### config.mk
export PLATFORM = sky130hd
export DESIGN_NAME = dma_req_arbiter
export DESIGN_NICKNAME = d
export VERILOG_FILES = /design/src/rtl/dma_arb_pkg.sv /design/src/rtl/dma_arb_datapath.sv /design/src/rtl/dma_arb_control.sv /design/src/rtl/dma_req_arbiter.sv
export SDC_FILE = /design/constraint.sdc
export NUM_CORES = 1
export LEC_CHECK = 0
export BUFFER_PORTS_ARGS = -buffer_cell sky130_fd_sc_hd__buf_4
export CAP_MARGIN = 10
export CORE_ASPECT_RATIO = 0.75
export CORE_UTILIZATION = 44
export DETAILED_ROUTE_END_ITERATION = 10
export HOLD_SLACK_MARGIN = 0.06
export PLACE_DENSITY = 0.75
export SYNTH_ARGS = -nofsm -noshare
export SYNTH_HDL_FRONTEND = slang
export SYNTH_SLANG_ARGS = --single-unit
### constraint.sdc
create_clock -name clk -period 3.4 [get_ports clk]
set_clock_uncertainty 0.15 [all_clocks]
set_input_delay 0.34 -clock clk [delete_from_list [all_inputs] [get_ports clk]]
set_output_delay 0.34 -clock clk [all_outputs]
set_load 0.02 [all_outputs]
### src/rtl/dma_arb_pkg.sv
package dma_arb_pkg;

  typedef enum logic [1:0] {
    ST_IDLE,
    ST_WAIT,
    ST_GRANT,
    ST_DONE
  } arbState_t;

  typedef struct packed {
    logic latchWinner;
    logic grantOn;
    logic clearSoft;
  } arbStrobe_t;

  localparam logic [1:0] SEL_MASK    = 2'd0;
  localparam logic [1:0] SEL_SOFT    = 2'd1;
  localparam logic [1:0] SEL_REQSENS = 2'd2;
  localparam logic [1:0] SEL_ACKSENS = 2'd3;

endpackage

### src/rtl/dma_arb_datapath.sv
module dma_arb_datapath
  import dma_arb_pkg::*;
#(
  parameter int NUM_CH      = 4,
  parameter int SYNC_STAGES = 2,
  localparam int CH_W       = (NUM_CH > 1) ? $clog2(NUM_CH) : 1
) (
  input  logic              clk,
  input  logic              rst,
  input  logic              wrEn,
  input  logic [1:0]        wrSel,
  input  logic [NUM_CH-1:0] wrData,
  input  logic [NUM_CH-1:0] dreqIn,
  input  arbStrobe_t        strobe,
  output logic              anyPending,
  output logic [NUM_CH-1:0] dackOut
);

  logic [NUM_CH-1:0] syncQ [SYNC_STAGES];
  logic [NUM_CH-1:0] maskReg;
  logic [NUM_CH-1:0] softReq;
  logic              reqActLow;
  logic              ackActHigh;
  logic [CH_W-1:0]   winner;
  logic [CH_W-1:0]   topIdx;
  logic [NUM_CH-1:0] pending;
  logic [NUM_CH-1:0] grantVec;

  genvar gs;
  generate
    for (gs = 0; gs < SYNC_STAGES; gs++) begin : g_sync
      if (gs == 0) begin : g_first
        always_ff @(posedge clk) begin
          if (rst) syncQ[gs] <= '0;
          else     syncQ[gs] <= dreqIn;
        end
      end else begin : g_next
        always_ff @(posedge clk) begin
          if (rst) syncQ[gs] <= '0;
          else     syncQ[gs] <= syncQ[gs-1];
        end
      end
    end
  endgenerate

  always_ff @(posedge clk) begin
    if (rst) begin
      maskReg    <= '1;
      softReq    <= '0;
      reqActLow  <= 1'b0;
      ackActHigh <= 1'b0;
    end else begin
      if (wrEn) begin
        case (wrSel)
          SEL_MASK:    maskReg    <= wrData;
          SEL_SOFT:    softReq    <= wrData;
          SEL_REQSENS: reqActLow  <= wrData[0];
          default:     ackActHigh <= wrData[0];
        endcase
      end
      if (strobe.clearSoft) softReq[winner] <= 1'b0;
    end
  end

  always_comb begin
    pending = ((syncQ[SYNC_STAGES-1] ^ {NUM_CH{reqActLow}}) & ~maskReg) | softReq;
    anyPending = |pending;
  end

  always_comb begin
    topIdx = '0;
    for (int i = NUM_CH - 1; i >= 0; i--) begin
      if (pending[i]) topIdx = CH_W'(i);
    end
  end

  always_ff @(posedge clk) begin
    if (rst)                     winner <= '0;
    else if (strobe.latchWinner) winner <= topIdx;
  end

  always_comb begin
    grantVec = '0;
    if (strobe.grantOn) grantVec[winner] = 1'b1;
    dackOut = ackActHigh ? grantVec : ~grantVec;
  end

endmodule

### src/rtl/dma_arb_control.sv
module dma_arb_control
  import dma_arb_pkg::*;
(
  input  logic       clk,
  input  logic       rst,
  input  logic       anyPending,
  input  logic       holdAck,
  input  logic       serviceDone,
  output arbStrobe_t strobe,
  output logic       holdReq
);

  arbState_t state, stateNext;

  always_comb begin
    stateNext = state;
    strobe    = '0;
    case (state)
      ST_IDLE: if (anyPending) stateNext = ST_WAIT;
      ST_WAIT: begin
        if (!anyPending) begin
          stateNext = ST_IDLE;
        end else if (holdAck) begin
          stateNext          = ST_GRANT;
          strobe.latchWinner = 1'b1;
        end
      end
      ST_GRANT: begin
        strobe.grantOn = 1'b1;
        if (serviceDone) begin
          stateNext        = ST_DONE;
          strobe.clearSoft = 1'b1;
        end
      end
      default: stateNext = anyPending ? ST_WAIT : ST_IDLE;
    endcase
  end

  always_ff @(posedge clk) begin
    if (rst) state <= ST_IDLE;
    else     state <= stateNext;
  end

  assign holdReq = (state != ST_IDLE);

endmodule

### src/rtl/dma_req_arbiter.sv
module dma_req_arbiter #(
  parameter int NUM_CH      = 4,
  parameter int SYNC_STAGES = 2
) (
  input  logic              clk,
  input  logic              rst,
  input  logic              wrEn,
  input  logic [1:0]        wrSel,
  input  logic [NUM_CH-1:0] wrData,
  input  logic [NUM_CH-1:0] dreqIn,
  input  logic              holdAck,
  input  logic              serviceDone,
  output logic              holdReq,
  output logic [NUM_CH-1:0] dackOut
);

  dma_arb_pkg::arbStrobe_t strobe;
  logic anyPending;

  dma_arb_datapath #(.NUM_CH(NUM_CH), .SYNC_STAGES(SYNC_STAGES)) u_dp (
    .clk(clk), .rst(rst), .wrEn(wrEn), .wrSel(wrSel), .wrData(wrData),
    .dreqIn(dreqIn), .strobe(strobe), .anyPending(anyPending), .dackOut(dackOut)
  );

  dma_arb_control u_ctl (
    .clk(clk), .rst(rst), .anyPending(anyPending), .holdAck(holdAck),
    .serviceDone(serviceDone), .strobe(strobe), .holdReq(holdReq)
  );

endmodule

# --- Word level (Yosys, flattened, before mapping) ---
# Memory sizes are Yosys's and may differ from the RTL's.
# Cells that the tools add are included.
totals:
  ramBits: 8
  n_memories: 1
  regBits: 14
  out_inout_bits: 5
op_classes:
  mux: 28
  reduce_logical: 10
  n_eq_ne: 7
  n_lt_le_gt_ge: 2
  bitwise: 10
memory_table:
  columns: ["memory", "words", "width", "rd", "rd_clocked_by_memory_dff", "wr", "line_no", "text"]
  rows:
  - ["u_dp.syncQ", 2, 4, 2, 0, 2, "dma_arb_datapath.sv:19", "logic [NUM_CH-1:0] syncQ [SYNC_STAGES];"]
op_table:
  columns: ["cell", "count"]
  rows:
  - ["two-way mux 4 bit", 8]
  - ["two-way mux 2 bit", 9]
  - ["NOT 4 bit", 3]
  - ["two-way mux 1 bit", 9]
  - ["AND 4 bit", 2]
  - ["one-hot mux 2 bit (3 select lines)", 1]
  - ["AND reduction 2 bit", 3]
  - ["equality test 2 x 1 -> 1 bit (second input constant)", 2]
  - ["equality test 2 bit (second input constant)", 2]
  - ["zero test 2 bit", 2]
  - ["OR 4 bit", 1]
  - ["OR reduction 4 bit", 1]
  - ["XOR 4 bit", 1]
  - ["< comparator 2 x 3 -> 1 bit (second input constant)", 1]
  - ["!= test 3 bit (second input constant)", 1]
  - ["AND reduction 3 bit", 1]
  - ["OR reduction 3 bit", 1]
  - ["demux 1 bit (select 2 bit)", 1]
  - ["greater-or-equal comparator 2 x 1 -> 1 bit (second input constant)", 1]
  - ["!= test 2 x 1 -> 1 bit (second input constant)", 1]
  - ["!= test 2 bit (second input constant)", 1]
  - ["OR 1 bit", 2]
  - ["nonzero test 2 bit", 1]
  - ["logical AND 1 bit", 1]
  - ["NOT 1 bit", 1]

# --- Depth between registers and ports, before layout ---
# Gate-level depths: netlist (run 1).
# An unclocked memory read counts as a cell.
depth:
  ltp_word: 8
  depth_mapped: 5
  depth_no_buf: 4

# --- Cells and area by module ---
# From an unflattened synthesis (run 1), not the netlist that was laid out.
hier_totals:
  hier_cells: 103
  hier_area_um2: 991.0
modules_own_cells:
  columns: ["module", "instances", "area_per_inst_um2", "seq_area_each_um2", "cells_per_inst"]
  rows:
  - ["dma_arb_datapath", 1, 874.6, 400.4, 88]
  - ["dma_arb_control", 1, 116.4, 40.0, 15]

# --- Least setup slack after synthesis (run 1) ---
# OpenSTA, ideal clock, no wires.
synth_path:
  path_kind: "reg-to-output"
  startpoint: "register u_ctl.state[1]"
  endpoint: "output dackOut[3]"
  arrival_time_ns: 1.070
  t_required_ns: 2.910
  stages_incl_launch_ff: 4
  path_slack_ns: 1.840
  path_buffers: 0
  path_cell_list: "dfxtp_1 -> nor2b_1 -> nand3_1 -> xor2_1"
synth_between:
  elab_chain_len: 5
synth_lines:
  columns: ["item", "line_no", "text"]
  rows:
  - ["start: declaration", "dma_arb_control.sv:13", "arbState_t state, stateNext;"]
  - ["start signal: assignment", "dma_arb_control.sv:41", "else state <= stateNext;"]
  - ["equality test 2 bit *", "dma_arb_control.sv:18", "case (state)"]
  - ["two-way mux 2 bit *", "dma_arb_control.sv:18", null]
  - ["two-way mux 4 bit *", "dma_arb_datapath.sv:84", "if (strobe.grantOn) grantVec[winner] = 1'b1;"]
  - ["NOT 4 bit", "dma_arb_datapath.sv:85", "dackOut = ackActHigh ? grantVec : ~grantVec;"]
  - ["two-way mux 4 bit *", "dma_arb_datapath.sv:85", null]
  - ["end: declaration", "dma_req_arbiter.sv:14", "output logic [NUM_CH-1:0] dackOut"]
# Every way passes the cells marked *; elsewhere a longest branch is shown, timed or not.

# --- Worst setup path after layout (run 1) ---
# Ends and elaborated chain as after synthesis.

==> impl_table.tex, run 1 <==
\begin{tabular}{lr}
\hline
Metric & Value \\
\hline
\multicolumn{2}{l}{\textbf{Placement}} \\
\quad Worst slack at placement & 1780 ps \\
\quad Cell Area, Placed & 1200 µm² \\
\quad Placed Instances & 156 \\
\quad Detailed-placement wirelength estimate & 1.40 mm \\
\quad Routability congestion estimate from global placement & 0.787 \\
\quad Number of buffer cells added on primary ports & 19 \\
\multicolumn{2}{l}{\textbf{Timing}} \\
\quad RSZ-0062 raised after global routing & no \\
\quad Rel. slew slack & 63.0\% \\
\quad Transition at the pin with the smallest max-transition slack & 553 ps \\
\quad Max Fclk & 515 MHz \\
\quad Crit share post-route & 57.1\% \\
\quad Number of failing hold endpoints at the final stage & 0 \\
\quad Final count of negative-setup-slack endpoints & 0 \\
\quad Final worst path period need & 1940 ps \\
\quad Summed negative setup slack over all endpoints & 0 ps \\
\quad Max Transition Viols Final & 0 \\
\quad Least setup slack across all paths after layout & 1460 ps \\
\quad Hold slack final & 85.9 ps \\
\multicolumn{2}{l}{\textbf{Job}} \\
\quad Max capacitance violation total & 0 \\
\multicolumn{2}{l}{\textbf{Yosys}} \\
\quad Mean instance size in the synthesized netlist & 9.46 µm² \\
\quad Yosys top cell area share & 42.3\% \\
\quad Ranking of synthesized cells by area & sky130\_fd\_sc\_hd\_\_dfxtp\_1 (42\%), sky130\_fd\_sc\_hd\_\_nor2b\_1 (6.6\%), sky130\_fd\_sc\_hd\_\_nor2\_1 (6.5\%), sky130\_fd\_sc\_hd\_\_mux2i\_1 (5.8\%), sky130\_fd\_sc\_hd\_\_a211o\_1 (3.4\%) \\
\quad Dominant cell type by area after synthesis & sky130\_fd\_sc\_hd\_\_dfxtp\_1 \\
\quad Share of flip-flops with an asynchronous set or reset & 0\% \\
\quad Syn nets & 125 \\
\quad Warnings from Yosys & 0 \\
\quad Predominant post-synthesis flop cell & sky130\_fd\_sc\_hd\_\_dfxtp\_1 \\
\quad Post-synthesis cell type count & 33 \\
\quad Post-synthesis cell count & 110 \\
\quad Number of enable flip-flop cells after synthesis & 0 \\
\quad Post-Syn Area & 1040 µm² \\
\quad Sequential cell area fraction in the yosys report & 42.3\% \\
\quad Number of flip-flops and latches in the synthesized netlist & 22 \\
\multicolumn{2}{l}{\textbf{Setup path}} \\
\quad Class of the most critical setup path & register to output port \\
\quad Startpoint types & register \\
\quad WP data required & 2910 ps \\
\quad Worst endpoint data arrival time & 1450 ps \\
\quad Kind of capture point of the worst setup path & output port \\
\quad Worst-path maximum fanout & 6 \\
\quad Worst R2R Setup Slack & 1840 ps \\
\multicolumn{2}{l}{\textbf{Cells and area}} \\
\quad Final non-filler cell total & 160 \\
\quad Commonest non-fill, non-tap cells in the layout & sky130\_fd\_sc\_hd\_\_dfxtp\_1 (22), sky130\_fd\_sc\_hd\_\_buf\_4 (19), sky130\_fd\_sc\_hd\_\_nor2\_1 (18) \\
\quad NumNets Final & 144 \\
\quad Antenna diode instance count & 0 \\
\quad Commonest non-fill, non-tap cell in the layout & sky130\_fd\_sc\_hd\_\_dfxtp\_1 \\
\quad Final instance area & 1230 µm² \\
\quad Area growth, synth to finish & 18.5\% \\
\quad Fraction of layout cells with a size suffix above 1 & 25.8\% \\
\multicolumn{2}{l}{\textbf{CTS}} \\
\quad Resize count post-CTS & 0 \\
\quad Hold buffers post-CTS & 0 \\
\quad Buffer type at the clock tree root & sky130\_fd\_sc\_hd\_\_clkbuf\_4 \\
\quad CTS tree & done \\
\quad H-tree depth reported by CTS & 1 \\
\quad Cts bufs inserted & 3 \\
\quad Clk sink count & 22 \\
\quad Clock slew at the register clock pins of the worst setup and hold paths & 110 ps \\
\quad Maximum root-to-sink buffer count & 2 \\
\quad Post-CTS setup-driven buffer insertion count & 0 \\
\quad Clk Latency, worst-skew pair & 310 ps \\
\multicolumn{2}{l}{\textbf{Detailed routing}} \\
\quad Drt first pass iters & 4 \\
\quad Average vias per placed instance & 4.85 \\
\quad Number of nets with antenna violations after routing & 0 \\
\quad Final routed wirelength across all metal layers & 1.84 mm \\
\quad Number of DRC violations after detailed routing & 0 \\
\quad Number of DRC violations after detailed-routing iteration 0 & 48 \\
\quad Routed wirelength normalized by instance count & 11.5 µm \\
\quad Via count & 776 \\
\multicolumn{2}{l}{\textbf{Die}} \\
\quad Horizontal die dimension & 58.2 µm \\
\quad Floorplan core area & 2120 µm² \\
\quad Boundary pin count & 20 \\
\quad Die Footprint & 2570 µm² \\
\quad Starting density of the core & 49.1\% \\
\quad Die height & 44.1 µm \\
\quad Number of standard-cell rows in the floorplan & 14 \\
\multicolumn{2}{l}{\textbf{Global route}} \\
\quad Global-route wire length before repair & 3.04 mm \\
\quad Maximum number of pins on one net before global-route repair & 23 \\
\quad Vias in the first global route & 658 \\
\quad Overflow left after global routing & 0 \\
\quad Initial antenna violation count & 0 \\
\quad Aggregate global-route resource usage & 16.6\% \\
\multicolumn{2}{l}{\textbf{Power}} \\
\quad Maximum ir drop on the vdd rail & 0.272 mV \\
\quad Lkg Pwr & 0.000533 µW \\
\quad Power density over the cells & 393 nW/µm² \\
\multicolumn{2}{l}{\textbf{Run status}} \\
\quad Result of the run & finished, final reports clean \\
\multicolumn{2}{l}{\textbf{Min path}} \\
\quad Path category of the worst min-delay check & input pin to register \\
\hline
\end{tabular}
-- layout make-up --
type | instances | area, µm²
clock buffers | 4 | 36.3
fillers | 203 | 886
multi-input cells | 78 | 556
well taps | 32 | 40.0
inverters | 5 | 18.8
flip-flops and latches | 22 | 440
repair buffers | 19 | 143
-- kinds of logic (layout without fill, tap and decap cells) --
| family | count (synthesis) | count (layout) | synth area share (%) |
|---|---|---|---|
| simple gates | 48 | 48 | 23.6 |
| flops | 22 | 22 | 42.3 |
| compound gates | 16 | 16 | 15.9 |
| buf+inv | 10 | 28 | 4.33 |
| xor+xnor | 8 | 8 | 8.17 |
| mux | 6 | 6 | 5.77 |
-- cells in the mapped netlist (2+ instances only) --
| master | number |
|---|---|
| sky130_fd_sc_hd__nand2_1 | 4 |
| sky130_fd_sc_hd__nand3_1 | 2 |
| sky130_fd_sc_hd__xnor2_1 | 3 |
| sky130_fd_sc_hd__a211o_1 | 4 |
| sky130_fd_sc_hd__clkbuf_1 | 3 |
| sky130_fd_sc_hd__nand2b_1 | 2 |
| sky130_fd_sc_hd__nor3_1 | 6 |
| sky130_fd_sc_hd__mux2i_1 | 6 |
| sky130_fd_sc_hd__inv_1 | 5 |
| sky130_fd_sc_hd__a21oi_2 | 2 |
| sky130_fd_sc_hd__nor2b_1 | 11 |
| sky130_fd_sc_hd__nor2_1 | 18 |
| sky130_fd_sc_hd__xor2_1 | 3 |
| sky130_fd_sc_hd__dfxtp_1 | 22 |
-- critical path: stages (launching register included) --
cell,delay (ps)
sky130_fd_sc_hd__dfxtp_1,420
sky130_fd_sc_hd__nor2b_1,280
sky130_fd_sc_hd__nand3_1,140
sky130_fd_sc_hd__xor2_1,160
sky130_fd_sc_hd__buf_4,160
-- flip-flops by register name, summed over array words and instances, names as in the netlist --
| signal | count |
|---|---|
| u_dp.syncQ | 8 |
| u_dp.reqActLow | 1 |
| u_dp.maskReg | 4 |
| u_dp.winner | 2 |
| u_dp.ackActHigh | 1 |
| u_dp.softReq | 4 |
| u_ctl.state | 2 |
-- report_power, final --
group	switching (µW)	internal, µW
Combinational	32.3	35.0
Clock	76.2	65.4
Sequential	7.57	269
-- path summary, 6_finish.rpt --
path	from	to	cells after the start
max	u_ctl.state[1]$_SDFFE_PP0P_	dackOut[3]	4
min	dreqIn[0]	u_dp.syncQ[0][0]$_SDFF_PP0_	2
max reg2reg	u_dp.reqActLow$_SDFFE_PP0P_	u_ctl.state[0]$_SDFFE_PP0P_	4
min reg2reg	u_dp.syncQ[0][0]$_SDFF_PP0_	u_dp.syncQ[1][0]$_SDFF_PP0_	1
-- metrics by stage --
stage | utilization [%] | total power (µW)
6_report | 58.2 | 485
2_1_floorplan | - | 324
3_3_place_gp | 56.5 | 348
5_1_grt | 58.2 | 511
4_1_cts | 58.2 | 493
3_5_place_dp | 56.5 | 350
-- layer usage --
metal / wire, µm / GRT usage, % / vias to the layer above / share of wire (%)
met4: 21 / 4.29 / 0 / 1.1
met3: 130 / 6.14 / 4 / 7.1
met1: 948 / 22.1 / 342 / 51
met5: 0 / 0 / - / 0
li1: - / - / 406 / -
met2: 742 / 25.5 / 24 / 40
Power figures use the tool's default switching activity.
==> run 2, diff against run 1 <==
--- a/config.mk
+++ b/config.mk
@@ -5,6 +5,7 @@
 export SDC_FILE = /design/constraint.sdc
 export NUM_CORES = 1
 export LEC_CHECK = 0
+export ABC_AREA = 1
 export BUFFER_PORTS_ARGS = -buffer_cell sky130_fd_sc_hd__buf_4
 export CAP_MARGIN = 10
 export CORE_ASPECT_RATIO = 0.75
==> constraint.sdc (replaced) <==
create_clock -name clk -period 2.05 [get_ports clk]
set_clock_uncertainty 0.15 [all_clocks]
set_input_delay 0.205 -clock clk [delete_from_list [all_inputs] [get_ports clk]]
set_output_delay 0.205 -clock clk [all_outputs]
set_load 0.02 [all_outputs]
==> run 2 against run 1 <==
The run now ends with DRC left. Sequential share of layout area shrank 4.4 points. Via count increased by 32%. Final cell count increased by 31%. Synthesized cell count up 33%. Largest power group unchanged. Utilization is 8.8 points higher. Area after synthesis shrank 1.6%. Sequential power rose by 80%.
==> impl_table.tex, run 2 <==
\begin{tabular}{lr}
\hline
Metric & Value \\
\hline
\multicolumn{2}{l}{\textbf{Timing}} \\
\quad Transition at the pin with the smallest max-transition slack & 289 ps (-264 ps) \\
\quad RSZ-0062 raised after global routing & no \\
\quad Rel. slew slack & 80.7\% (+18 points) \\
\quad Crit share post-route & 93.8\% \\
\quad Max Fclk & 520 MHz \\
\quad Final count of negative-setup-slack endpoints & 0 (unchanged) \\
\quad Summed negative setup slack over all endpoints & 0 ps (unchanged) \\
\quad Final worst path period need & 1920 ps \\
\quad Max Transition Viols Final & 0 (unchanged) \\
\quad Least setup slack across all paths after layout & 127 ps (-1330 ps) \\
\quad Number of failing hold endpoints at the final stage & 0 (unchanged) \\
\multicolumn{2}{l}{\textbf{Yosys}} \\
\quad Syn nets & 161 (+29\%) \\
\quad Post-synthesis cell count & 146 (+33\%) \\
\quad Yosys top cell area share & 43.0\% (+0.67 points) \\
\quad Synth top cells by count & sky130\_fd\_sc\_hd\_\_inv\_1 (32), sky130\_fd\_sc\_hd\_\_nand2\_1 (25), sky130\_fd\_sc\_hd\_\_dfxtp\_1 (22) \\
\quad Warnings from Yosys & 0 (unchanged) \\
\quad Dominant cell type by area after synthesis & sky130\_fd\_sc\_hd\_\_dfxtp\_1 \\
\quad Mean instance size in the synthesized netlist & 7.02 µm² (-26\%) \\
\quad Post-synthesis cell type count & 21 (-36\%) \\
\quad Predominant post-synthesis flop cell & sky130\_fd\_sc\_hd\_\_dfxtp\_1 \\
\quad Number of enable flip-flop cells after synthesis & 0 (unchanged) \\
\quad Number of flip-flops and latches in the synthesized netlist & 22 (unchanged) \\
\quad Leading cell type by number of instances after synthesis & sky130\_fd\_sc\_hd\_\_inv\_1 \\
\quad Post-Syn Area & 1020 µm² (-1.6\%) \\
\quad Sequential cell area fraction in the yosys report & 43.0\% (+0.67 points) \\
\quad Ranking of synthesized cells by area & sky130\_fd\_sc\_hd\_\_dfxtp\_1 (43\%), sky130\_fd\_sc\_hd\_\_inv\_1 (12\%), sky130\_fd\_sc\_hd\_\_nand2\_1 (9.2\%), sky130\_fd\_sc\_hd\_\_nor2\_1 (6.6\%), sky130\_fd\_sc\_hd\_\_nand3\_1 (5.4\%) \\
\quad Share of flip-flops with an asynchronous set or reset & 0\% (unchanged) \\
\multicolumn{2}{l}{\textbf{Cells and area}} \\
\quad Commonest non-fill, non-tap cell in the layout & sky130\_fd\_sc\_hd\_\_inv\_1 \\
\quad Fraction of layout cells with a size suffix above 1 & 17.3\% (-8.5 points) \\
\quad Area growth, synth to finish & 37.4\% \\
\quad Commonest non-fill, non-tap cells in the layout & sky130\_fd\_sc\_hd\_\_inv\_1 (32), sky130\_fd\_sc\_hd\_\_nand2\_1 (25), sky130\_fd\_sc\_hd\_\_dfxtp\_1 (22) \\
\quad Filler Cells Inserted & 175 (-14\%) \\
\quad Flip-flop count of the largest register after layout & 8 (unchanged) \\
\quad NumNets Final & 201 (+40\%) \\
\quad Antenna diode instance count & 0 (unchanged) \\
\quad Most flops, register & u\_dp.syncQ \\
\quad Regs by FF count & u\_dp.syncQ x8, u\_dp.maskReg x4, u\_dp.softReq x4 \\
\multicolumn{2}{l}{\textbf{Run status}} \\
\quad Violated checks & DRC \\
\quad Result of the run & finished with violations \\
\multicolumn{2}{l}{\textbf{Detailed routing}} \\
\quad Number of nets with antenna violations after routing & 0 (unchanged) \\
\quad Drt first pass iters & 8 (+4) \\
\quad Final routed wirelength across all metal layers & 2.13 mm (+15\%) \\
\quad Number of DRC violations after detailed routing & 2 (+2) \\
\quad Routed wirelength normalized by instance count & 10.2 µm (-12\%) \\
\quad Average vias per placed instance & 4.89 (+0.92\%) \\
\quad Via count & 1023 (+32\%) \\
\quad Number of DRC violations after detailed-routing iteration 0 & 39 (-19\%) \\
\multicolumn{2}{l}{\textbf{CTS}} \\
\quad H-tree depth reported by CTS & 1 (unchanged) \\
\quad CTS tree & done \\
\quad Clk Latency, worst-skew pair & 310 ps (about the same) \\
\quad Clk sink count & 22 (unchanged) \\
\quad Clock slew at the register clock pins of the worst setup and hold paths & 120 ps (about the same) \\
\quad Maximum root-to-sink buffer count & 2 (unchanged) \\
\quad Cts bufs inserted & 3 (unchanged) \\
\quad Buffer type at the clock tree root & sky130\_fd\_sc\_hd\_\_clkbuf\_4 \\
\multicolumn{2}{l}{\textbf{Placement}} \\
\quad Routability congestion estimate from global placement & 0.891 (+13\%) \\
\quad Worst slack at placement & 447 ps (-1340 ps) \\
\quad Detailed-placement wirelength estimate & 1.58 mm (+13\%) \\
\quad Number of buffer cells added on primary ports & 19 (unchanged) \\
\multicolumn{2}{l}{\textbf{Die}} \\
\quad Die height & 43.8 µm (-0.75\%) \\
\quad Starting density of the core & 48.8\% (-0.36 points) \\
\quad Die Footprint & 2530 µm² (-1.5\%) \\
\quad Number of standard-cell rows in the floorplan & 14 (unchanged) \\
\quad Floorplan core area & 2100 µm² (-0.83\%) \\
\quad Horizontal die dimension & 57.7 µm (-0.76\%) \\
\quad Boundary pin count & 20 (unchanged) \\
\multicolumn{2}{l}{\textbf{Power}} \\
\quad Power Internal & 732 µW (+98\%) \\
\quad Power density over the cells & 787 nW/µm² (+100\%) \\
\quad Part of the total power dissipated in combinational logic & 33.9\% (+20 points) \\
\quad Portion of total power attributed to the clock network & 21.4\% (-7.8 points) \\
\quad Sequential cell fraction of total power & 44.7\% (-12 points) \\
\quad Maximum ir drop on the vdd rail & 0.457 mV (+68\%) \\
\quad Switching Fraction & 33.9\% (+10 points) \\
\quad Switch Pwr & 376 µW (+220\%) \\
\quad Lkg Pwr & 0.000676 µW (+27\%) \\
\multicolumn{2}{l}{\textbf{Setup path}} \\
\quad WP data required & 2160 ps (-750 ps) \\
\quad Class of the most critical setup path & input pin to register \\
\quad Worst-path maximum fanout & 7 (+1) \\
\quad Worst endpoint data arrival time & 2040 ps (+590 ps) \\
\quad Kind of capture point of the worst setup path & register \\
\quad Startpoint types & input pin \\
\multicolumn{2}{l}{\textbf{Global route}} \\
\quad Aggregate global-route resource usage & 18.8\% (+2.2 points) \\
\quad Maximum number of pins on one net before global-route repair & 13 (-43\%) \\
\quad Initial antenna violation count & 0 (unchanged) \\
\quad Vias in the first global route & 861 (+31\%) \\
\quad Global-route wire length before repair & 3.55 mm (+17\%) \\
\quad Overflow left after global routing & 0 (unchanged) \\
\multicolumn{2}{l}{\textbf{Job}} \\
\quad Max capacitance violation total & 0 (unchanged) \\
\multicolumn{2}{l}{\textbf{Min path}} \\
\quad Path category of the worst min-delay check & input pin to register \\
\hline
\end{tabular}
run 2: cell type report:
cell class                 instances  area (µm²)  share of cell area [%]
multi-input combinational         89         454                    32.3
clock buffer                       4        36.3                    2.58
timing repair buffer              37         323                    22.9
tap                               24        30.0                    2.13
sequential                        22         440                    31.3
inverter                          33         124                    8.80
run 2: final timing paths:
kind | from | endpoint | cells after the start | slack [ps]
worst min-delay path | wrEn | u_dp.reqActLow$_SDFFE_PP0P_ | 3 | 70
worst max register to register | u_ctl.state[1]$_SDFFE_PP0P_ | u_dp.softReq[3]$_SDFF_PP0_ | 6 | 250
worst min register to register | u_dp.syncQ[0][1]$_SDFF_PP0_ | u_dp.syncQ[1][1]$_SDFF_PP0_ | 2 | 260
worst max-delay path | wrSel[1] | u_dp.softReq[3]$_SDFF_PP0_ | 7 | 130
run 2: routing by layer:
| metal | vias up | share of wire [%] | track usage, % |
|---|---|---|---|
| met5 | - | 0 | 0 |
| met4 | 0 | 0.80 | 4.29 |
| met3 | 4 | 6.8 | 6.27 |
| met2 | 30 | 44 | 32.3 |
| met1 | 459 | 48 | 23.2 |
| li1 | 530 | - | - |
run 2: through the flow:
stage | std cells | hold WS (ps) | total power [µW] | utilization [%] | cell area, µm²
floorplan | 146 | 134 | 737 | - | 1020
global placement | 187 | 240 | 839 | 56.5 | 1190
detailed placement | 187 | 246 | 848 | 56.5 | 1190
CTS | 209 | 64.8 | 1110 | 66.8 | 1410
global route | 209 | 76.7 | 1180 | 67.0 | 1410
finish | 209 | 72.0 | 1110 | 67.0 | 1410
run 2: repair_timing:
item / CTS / global route
resized for setup: 0 / 1
setup buffers: 0 / 0
endpoints found under the hold margin: 20 / 0
endpoints found under the setup margin: 0 / 1
hold buffers: 18 / 0
run 2: logic make-up after synthesis:
group	Yosys count	share of synthesized area [%]
simple gates	62	27.1
compound gates	23	13.6
buf+inv	35	12.9
flops	22	43.0
xor+xnor	4	3.42
run 2: critical path, cell delays in order:
cell and delay (ps):
sky130_fd_sc_hd__dlygate4sd3_1 530, sky130_fd_sc_hd__buf_4 110, sky130_fd_sc_hd__inv_1 50, sky130_fd_sc_hd__nand3_1 220
sky130_fd_sc_hd__nand2_1 80, sky130_fd_sc_hd__a221oi_1 270, sky130_fd_sc_hd__dlygate4sd3_1 570
run 2: power groups by stage:
| stage | clock network (µW) | registers, µW | logic (µW) |
|---|---|---|---|
| global placement | 0 | 502 | 337 |
| global route | 264 | 501 | 415 |
| CTS | 242 | 494 | 372 |
| finish | 237 | 496 | 376 |
| floorplan | 0 | 498 | 239 |
| detailed placement | 0 | 504 | 344 |
